--- config.mk ---
export PLATFORM = sky130hd
export DESIGN_NAME = t1_sys_timing
export DESIGN_NICKNAME = d
export VERILOG_FILES = /design/src/rtl/t1st_pkg.sv /design/src/rtl/t1st_pos_ctr.sv /design/src/rtl/t1st_mf_gen.sv /design/src/rtl/t1st_slot_dec.sv /design/src/rtl/t1_sys_timing.sv
export SDC_FILE = /design/constraint.sdc
export NUM_CORES = 1
export LEC_CHECK = 0
export ABC_AREA = 1
export BUFFER_PORTS_ARGS = -buffer_cell sky130_fd_sc_hd__buf_2
export CORE_MARGIN = 5
export CORE_UTILIZATION = 34
export CTS_CLUSTER_SIZE = 20
export DETAILED_ROUTE_END_ITERATION = 16
export SYNTH_ARGS = -nofsm -noshare
export SYNTH_HDL_FRONTEND = slang
export SYNTH_SLANG_ARGS = --single-unit
--- constraint.sdc ---
create_clock -name clk -period 2.7 [get_ports clk]
set_input_delay 0.135 -clock clk [delete_from_list [all_inputs] [get_ports clk]]
set_output_delay 0.135 -clock clk [all_outputs]
set_load 0.005 [all_outputs]
--- src/rtl/t1st_pkg.sv ---
package t1st_pkg;
  typedef enum logic {
    RATE_NARROW = 1'b0,
    RATE_WIDE   = 1'b1
  } rate_e;

  typedef enum logic {
    MF_SHORT_MODE = 1'b0,
    MF_LONG_MODE  = 1'b1
  } mf_mode_e;
endpackage

--- src/rtl/t1st_pos_ctr.sv ---
module t1st_pos_ctr
  import t1st_pkg::*;
#(
  parameter int FB_NARROW = 193,
  parameter int FB_WIDE   = 256,
  parameter int BPC       = 8,
  parameter int POS_W     = 8,
  parameter int BIT_W     = 3,
  parameter int CH_W      = 5
) (
  input  logic             clk,
  input  logic             rst_n,
  input  logic             fsync,
  input  logic             rate,
  output logic             locked_o,
  output logic             start_o,
  output logic [POS_W-1:0] pos_o,
  output logic             fslot_o,
  output logic [BIT_W-1:0] bit_o,
  output logic [CH_W-1:0]  ch_o
);
  localparam logic [POS_W-1:0] LAST_NARROW = POS_W'(FB_NARROW - 1);
  localparam logic [POS_W-1:0] LAST_WIDE   = POS_W'(FB_WIDE - 1);
  localparam logic [BIT_W-1:0] LAST_BIT    = BIT_W'(BPC - 1);

  logic             fsync_q;
  logic             locked_q;
  logic [POS_W-1:0] pos_q;
  logic             fslot_q;
  logic [BIT_W-1:0] bit_q;
  logic [CH_W-1:0]  ch_q;
  logic             sync_edge;
  logic             at_last;
  logic             start;
  logic [POS_W-1:0] last_pos;

  always_comb begin
    last_pos  = (rate_e'(rate) == RATE_WIDE) ? LAST_WIDE : LAST_NARROW;
    sync_edge = fsync & ~fsync_q;
    at_last   = locked_q & (pos_q == last_pos);
    start     = sync_edge | at_last;
  end

  always_ff @(posedge clk or negedge rst_n) begin
    if (!rst_n) begin
      fsync_q  <= 1'b1;
      locked_q <= 1'b0;
      pos_q    <= '0;
      fslot_q  <= 1'b0;
      bit_q    <= '0;
      ch_q     <= '0;
    end else begin
      fsync_q <= fsync;
      if (sync_edge) locked_q <= 1'b1;
      if (start) begin
        pos_q   <= '0;
        fslot_q <= (rate_e'(rate) == RATE_NARROW);
        bit_q   <= '0;
        ch_q    <= '0;
      end else if (locked_q) begin
        pos_q <= pos_q + 1'b1;
        if (fslot_q) begin
          fslot_q <= 1'b0;
        end else if (bit_q == LAST_BIT) begin
          bit_q <= '0;
          ch_q  <= ch_q + 1'b1;
        end else begin
          bit_q <= bit_q + 1'b1;
        end
      end
    end
  end

  assign locked_o = locked_q;
  assign start_o  = start;
  assign pos_o    = pos_q;
  assign fslot_o  = fslot_q;
  assign bit_o    = bit_q;
  assign ch_o     = ch_q;

  a_r2_edge_restarts: assert property (@(posedge clk) disable iff (!rst_n)
    sync_edge |=> (pos_q == '0));

  a_r3_fslot_at_zero: assert property (@(posedge clk) disable iff (!rst_n)
    fslot_q |-> (pos_q == '0) && (rate_e'(rate) == RATE_NARROW));

  a_r3_narrow_wrap: assert property (@(posedge clk) disable iff (!rst_n)
    (locked_q && rate_e'(rate) == RATE_NARROW && pos_q == LAST_NARROW) |=> (pos_q == '0));

  a_r4_wide_wrap: assert property (@(posedge clk) disable iff (!rst_n)
    (locked_q && rate_e'(rate) == RATE_WIDE && pos_q == LAST_WIDE) |=> (pos_q == '0) && !fslot_q);

  a_r9_idle_until_lock: assert property (@(posedge clk) disable iff (!rst_n)
    !locked_q |-> (pos_q == '0) && !fslot_q);
endmodule

--- src/rtl/t1st_mf_gen.sv ---
module t1st_mf_gen
  import t1st_pkg::*;
#(
  parameter int MF_SHORT = 12,
  parameter int MF_LONG  = 24,
  parameter int MF_HOLD  = 65,
  parameter int FR_W     = 5,
  parameter int HOLD_W   = 7
) (
  input  logic clk,
  input  logic rst_n,
  input  logic start,
  input  logic ext_mode,
  output logic mf_o
);
  localparam logic [FR_W-1:0]   LAST_SHORT = FR_W'(MF_SHORT - 1);
  localparam logic [FR_W-1:0]   LAST_LONG  = FR_W'(MF_LONG - 1);
  localparam logic [HOLD_W-1:0] HOLD_VAL   = HOLD_W'(MF_HOLD);

  logic              have_q;
  logic [FR_W-1:0]   fidx_q;
  logic [FR_W-1:0]   fidx_d;
  logic [FR_W-1:0]   last_fr;
  logic [HOLD_W-1:0] rem_q;
  logic              load;

  always_comb begin
    last_fr = (mf_mode_e'(ext_mode) == MF_LONG_MODE) ? LAST_LONG : LAST_SHORT;
    if (!have_q || fidx_q >= last_fr) fidx_d = '0;
    else                              fidx_d = fidx_q + 1'b1;
    load = start && (fidx_d == '0);
  end

  always_ff @(posedge clk or negedge rst_n) begin
    if (!rst_n) begin
      have_q <= 1'b0;
      fidx_q <= '0;
      rem_q  <= '0;
    end else begin
      if (start) begin
        have_q <= 1'b1;
        fidx_q <= fidx_d;
      end
      if (load)              rem_q <= HOLD_VAL;
      else if (rem_q != '0)  rem_q <= rem_q - 1'b1;
    end
  end

  assign mf_o = (rem_q != '0);

  a_r8_hold_bound: assert property (@(posedge clk) disable iff (!rst_n)
    rem_q <= HOLD_VAL);

  a_r8_counts_down: assert property (@(posedge clk) disable iff (!rst_n)
    (rem_q != '0 && !load) |=> (rem_q == $past(rem_q) - 1'b1));

  a_r8_index_range: assert property (@(posedge clk) disable iff (!rst_n)
    fidx_q <= LAST_LONG);
endmodule

--- src/rtl/t1st_slot_dec.sv ---
module t1st_slot_dec
  import t1st_pkg::*;
#(
  parameter int BPC     = 8,
  parameter int HI_CHAN = 24,
  parameter int BIT_W   = 3,
  parameter int CH_W    = 5
) (
  input  logic             clk,
  input  logic             rst_n,
  input  logic             locked,
  input  logic             rate,
  input  logic             fslot,
  input  logic [BIT_W-1:0] bit_ix,
  input  logic [CH_W-1:0]  ch_ix,
  output logic             chan_clk_o,
  output logic             bit8_o,
  output logic             chan_hi_o
);
  localparam logic [BIT_W-1:0] HALF     = BIT_W'(BPC / 2);
  localparam logic [BIT_W-1:0] LAST_BIT = BIT_W'(BPC - 1);
  localparam logic [CH_W-1:0]  HI_START = CH_W'(HI_CHAN);

  logic in_chan;

  always_comb begin
    in_chan    = locked & ~fslot;
    chan_clk_o = in_chan & (bit_ix < HALF);
    bit8_o     = in_chan & (bit_ix == LAST_BIT);
    chan_hi_o  = in_chan & (rate_e'(rate) == RATE_WIDE) & (ch_ix >= HI_START);
  end

  a_r6_strobes_apart: assert property (@(posedge clk) disable iff (!rst_n)
    !(bit8_o && chan_clk_o));

  a_r7_hi_needs_wide: assert property (@(posedge clk) disable iff (!rst_n)
    chan_hi_o |-> (rate_e'(rate) == RATE_WIDE));

  a_r5_rise_after_lsb: assert property (@(posedge clk) disable iff (!rst_n)
    (bit8_o && !fslot) |=> (chan_clk_o || fslot || !locked || bit_ix == '0));
endmodule

--- src/rtl/t1_sys_timing.sv ---
module t1_sys_timing
  import t1st_pkg::*;
#(
  parameter int FB_NARROW = 193,
  parameter int FB_WIDE   = 256,
  parameter int BPC       = 8,
  parameter int HI_CHAN   = 24,
  parameter int MF_SHORT  = 12,
  parameter int MF_LONG   = 24,
  parameter int MF_HOLD   = 65
) (
  input  logic clk,
  input  logic rst_n,
  input  logic fsync,
  input  logic rate_sel,
  input  logic mf_ext,
  output logic chan_clk,
  output logic bit8,
  output logic chan_hi,
  output logic mf_pulse
);
  localparam int POS_W  = $clog2(FB_WIDE);
  localparam int BIT_W  = $clog2(BPC);
  localparam int CH_W   = $clog2(FB_WIDE / BPC);
  localparam int FR_W   = $clog2(MF_LONG);
  localparam int HOLD_W = $clog2(MF_HOLD + 1);

  logic             locked;
  logic             start;
  logic [POS_W-1:0] pos;
  logic             fslot;
  logic [BIT_W-1:0] bit_ix;
  logic [CH_W-1:0]  ch_ix;

  t1st_pos_ctr #(
    .FB_NARROW(FB_NARROW), .FB_WIDE(FB_WIDE), .BPC(BPC),
    .POS_W(POS_W), .BIT_W(BIT_W), .CH_W(CH_W)
  ) u_pos (
    .clk(clk), .rst_n(rst_n), .fsync(fsync), .rate(rate_sel),
    .locked_o(locked), .start_o(start), .pos_o(pos), .fslot_o(fslot),
    .bit_o(bit_ix), .ch_o(ch_ix)
  );

  t1st_mf_gen #(
    .MF_SHORT(MF_SHORT), .MF_LONG(MF_LONG), .MF_HOLD(MF_HOLD),
    .FR_W(FR_W), .HOLD_W(HOLD_W)
  ) u_mf (
    .clk(clk), .rst_n(rst_n), .start(start), .ext_mode(mf_ext), .mf_o(mf_pulse)
  );

  t1st_slot_dec #(
    .BPC(BPC), .HI_CHAN(HI_CHAN), .BIT_W(BIT_W), .CH_W(CH_W)
  ) u_dec (
    .clk(clk), .rst_n(rst_n), .locked(locked), .rate(rate_sel), .fslot(fslot),
    .bit_ix(bit_ix), .ch_ix(ch_ix),
    .chan_clk_o(chan_clk), .bit8_o(bit8), .chan_hi_o(chan_hi)
  );

  a_r1_quiet_before_sync: assert property (@(posedge clk) disable iff (!rst_n)
    !locked |-> !chan_clk && !bit8 && !chan_hi && !mf_pulse);

  a_r8_pulse_only_locked: assert property (@(posedge clk) disable iff (!rst_n)
    $rose(mf_pulse) |-> (pos == '0));
endmodule

==> results.toml <==
[yosys]
syn_nets = 233
synth_top_family_by_area = "simple AND/OR/NAND/NOR gates"
seq_area_frac_synth_pct = 45.1
synthTopCellsByCount = "nand2_1 (48), nor2_1 (33), dfrtp_1 (31)"
synth_compound_area_share_pct = 6.19
synth_edf_count = 0
synth_cell_types = 32
synth.avg_cell_area_um2 = 8.12
yosys_warnings = 0
ys.flop_type = "dfrtp_1"
yosysTopAreaCellShare_pct = 43.6
synth_most_common_cell = "nand2_1"
syn_inst = 219
synth_area_leaders = "dfrtp_1 (44%), nand2_1 (10%), nor2_1 (7.0%), ha_1 (6.3%), inv_1 (5.3%)"
synth-simple-area-share_pct = 30.7
yosysTopAreaCell = "dfrtp_1"
ys_seq_elements = 32
synth_area_mm2 = 0.00178
synthAdderAreaFrac_pct = 6.33
synth_mux_area_share_pct = 0
async_reset_ff_share_pct = 100
synthXorXnorAreaFrac_pct = 4.43

[setup_path]
worstRegToRegCells = 9
critPathBufInv = 1
reg2reg_from = "u_mf.fidx_q[3]"
rr_endpoint = "u_mf.rem_q[6]"
cpPeakStageDelay_ps = 420
crit_fanout = 6
required_ps = 2870
critPathArrivalTime_ps = 1840
worst_path_max_delay_cell = "dfrtp_1"
rrSetupSlack_ps = 1030
cp-end-kind = "flip-flop"
path_cells = "ha_1 > nand3_1 > nand3_1 > nor2_2 > o21ai_0 > nand2_1 > inv_1 > nand2_1 > nand2_1"
cpMostUsedCell = "nand2_1"
critPathLaunch = "u_mf.fidx_q[3]"
cp_top_family = "simple AND/OR/NAND/NOR gates"
cp-start-kind = "flip-flop"
crit_type = "reg -> reg"

[pwr]
peakVddDrop_uv = 316
seqPwrFrac_pct = 41.1
p_comb_share_pct = 33.6
p_clk_share_pct = 25.2
pwr_density_cell_mw_per_mm2 = 888
internal_power_w = 0.00113
switching_share_pct = 36.5
p_leak_nw = 1.01
switchingPower_w = 0.000653
power_w = 0.00179

[drt]
viasPerCell = 4.54
ant_nets = 0
drc = 0
dr_wl_met2_mm = 1.30
wl_met3_um = 129
top_layer = "met4"
wire_per_inst_um = 10.3
num_vias = 1381
wl_met1_mm = 1.62
drtIter0Drc = 54
wl_mm = 3.12
firstDrtPassIters = 4

[min_path]
hold_depth = 2
hold_path.startpoint = "rate_sel"
hold_class = "in -> reg"
min_to = "u_pos.fslot_o"

[sta]
period_needed_ps = 1670
tightest_slew_ps = 715
skew_ps = 8.60
slew_viol_final = 0
fmax_mhz = 598
max_slew_margin_pct = 52.3
finalCritPeriodShare_pct = 61.9
rsz0062_at_grt = "no"
hold_violations = 0
finalSetupTns_ps = 0
finalSetupViolations = 0

[final_layout]
diodes = 0
syn2layout_area_growth_pct = 13.1
multi_input_comb_area_um2 = 847
layoutNonFillerInstCount = 304
nNetsFinal = 247
fill_cells = 533
fin_area_mm2 = 0.00201
regArea_um2 = 802
drive_gt1_share_pct = 13.2

[flow_run]
drv_cap = 0

[global_route]
grt_usage_pct = 10.9
antenna_found_initial = 0
grt_pass1_vias = 1264
grt_max_degree = 33
grt_pass1_wl_mm = 5.56
overflow = 0

[place]
place_congestion = 0.812
placed_cells = 294
placed_area_mm2 = 0.00188
port-buffer-count = 8
hpwl_mm = 2.28

[floorplanning]
io_pins = 9
die_area_mm2 = 0.00678
die_w_um = 82.3
die_h_um = 82.3
core_mm2 = 0.00511
core.rowCount = 26
start_util_pct = 34.8

[clock_tree]
clock_path_buffers = 2
htreeDepth = 2
cts_buffers = 5
clock-root-buffer = "clkbuf_8"
clock-sinks = 32
cts_tree = "built"
cts_setup_buffers = 0
cts.clk_slew.worst_paths_ps = 70
insertion_delay_ps = 280

[status]
status = "complete, no violations"
==> metal layers <==
layer / track usage, % / up-vias
li1: - / 723
met1: 15.0 / 631
met2: 15.2 / 20
met3: 2.93 / 7
met4: 5.98 / 0
met5: 0 / -
==> cell usage in the layout (no fill, tap or decap), types with 3 or more instances in the layout <==
master	Yosys	final
xor2_1	8	8
inv_1	25	25
nor3_1	4	4
clkbuf_8	0	5
a21oi_1	9	9
nor2_2	4	4
ha_1	9	9
nand4_1	3	3
dfrtp_1	31	31
nand2_1	48	48
buf_2	0	8
o21ai_0	8	8
nand3_1	13	13
nor2_1	33	33
==> state kept, by name (all words and copies together) (netlist names) <==
| name | count |
|---|---|
| u_pos.ch_o | 5 |
| u_pos.locked_o | 1 |
| u_pos.pos_o | 8 |
| u_pos.fsync_q | 1 |
| u_mf.have_q | 1 |
| u_mf.rem_q | 7 |
| u_pos.bit_o | 3 |
| u_mf.fidx_q | 5 |
| u_pos.fslot_o | 1 |
==> layout make-up <==
class                      count  area share (%)
timing repair buffer          10            2.99
tap                           70            4.35
inverter                      27            5.16
sequential                    32            39.9
clock buffer                   5            3.42
clock inverter                 3            2.11
multi-input combinational    157            42.1
==> worst reg2reg max path, stage by stage (launching register included) <==
cell and delay (ps):
dfrtp_1 420, ha_1 330, nand3_1 110, nand3_1 90, nor2_2 220, o21ai_0 120
nand2_1 100, inv_1 50, nand2_1 70, nand2_1 50
==> logic make-up after synthesis <==
logic type               after synthesis
AND/OR/NAND/NOR                      118
flip-flops                            32
buffers and inverters                 30
AO/OA/AOI/OAI                         21
XOR/XNOR                               9
adder cells (fa/ha/maj)                9
==> metrics by stage <==
| stage | worst slack [ps] | hold slack (ps) | utilization (%) |
|---|---|---|---|
| 3_3_place_gp | 1040 | 236 | 36.8 |
| 5_1_grt | 849 | 116 | 39.4 |
| 6_report | 1030 | 96.5 | 39.4 |
| 3_5_place_dp | 1020 | 236 | 36.8 |
| 2_1_floorplan | 1180 | -161 | - |
| 4_1_cts | 1020 | 89.3 | 39.4 |
==> power by group through the flow <==
stage                     logic, W  registers (W)  clock network [W]
final                     0.000601       0.000735           0.000451
after global routing      0.000709       0.000760           0.000486
after CTS                 0.000610       0.000735           0.000469
after detailed placement  0.000605       0.000743                  0
after global placement    0.000599       0.000740                  0
after floorplan           0.000497       0.000715                  0
==> worst max-delay path by stage <==
stage | to | cells after the start
after floorplan | u_mf.rem_q[6] | 9
after global routing | u_mf.rem_q[1] | 8
after global placement | u_mf.rem_q[6] | 9
after CTS | u_mf.rem_q[6] | 9
after detailed placement | u_mf.rem_q[6] | 9
final | u_mf.rem_q[6] | 9
==> repair_timing <==
| action | CTS | global route |
|---|---|---|
| endpoints found under the hold margin | 32 | 0 |
| resized for setup | 0 | 0 |
| endpoints found under the setup margin | 0 | 0 |
| hold buffers | 2 | 0 |
(Power assumes the default switching activity.)
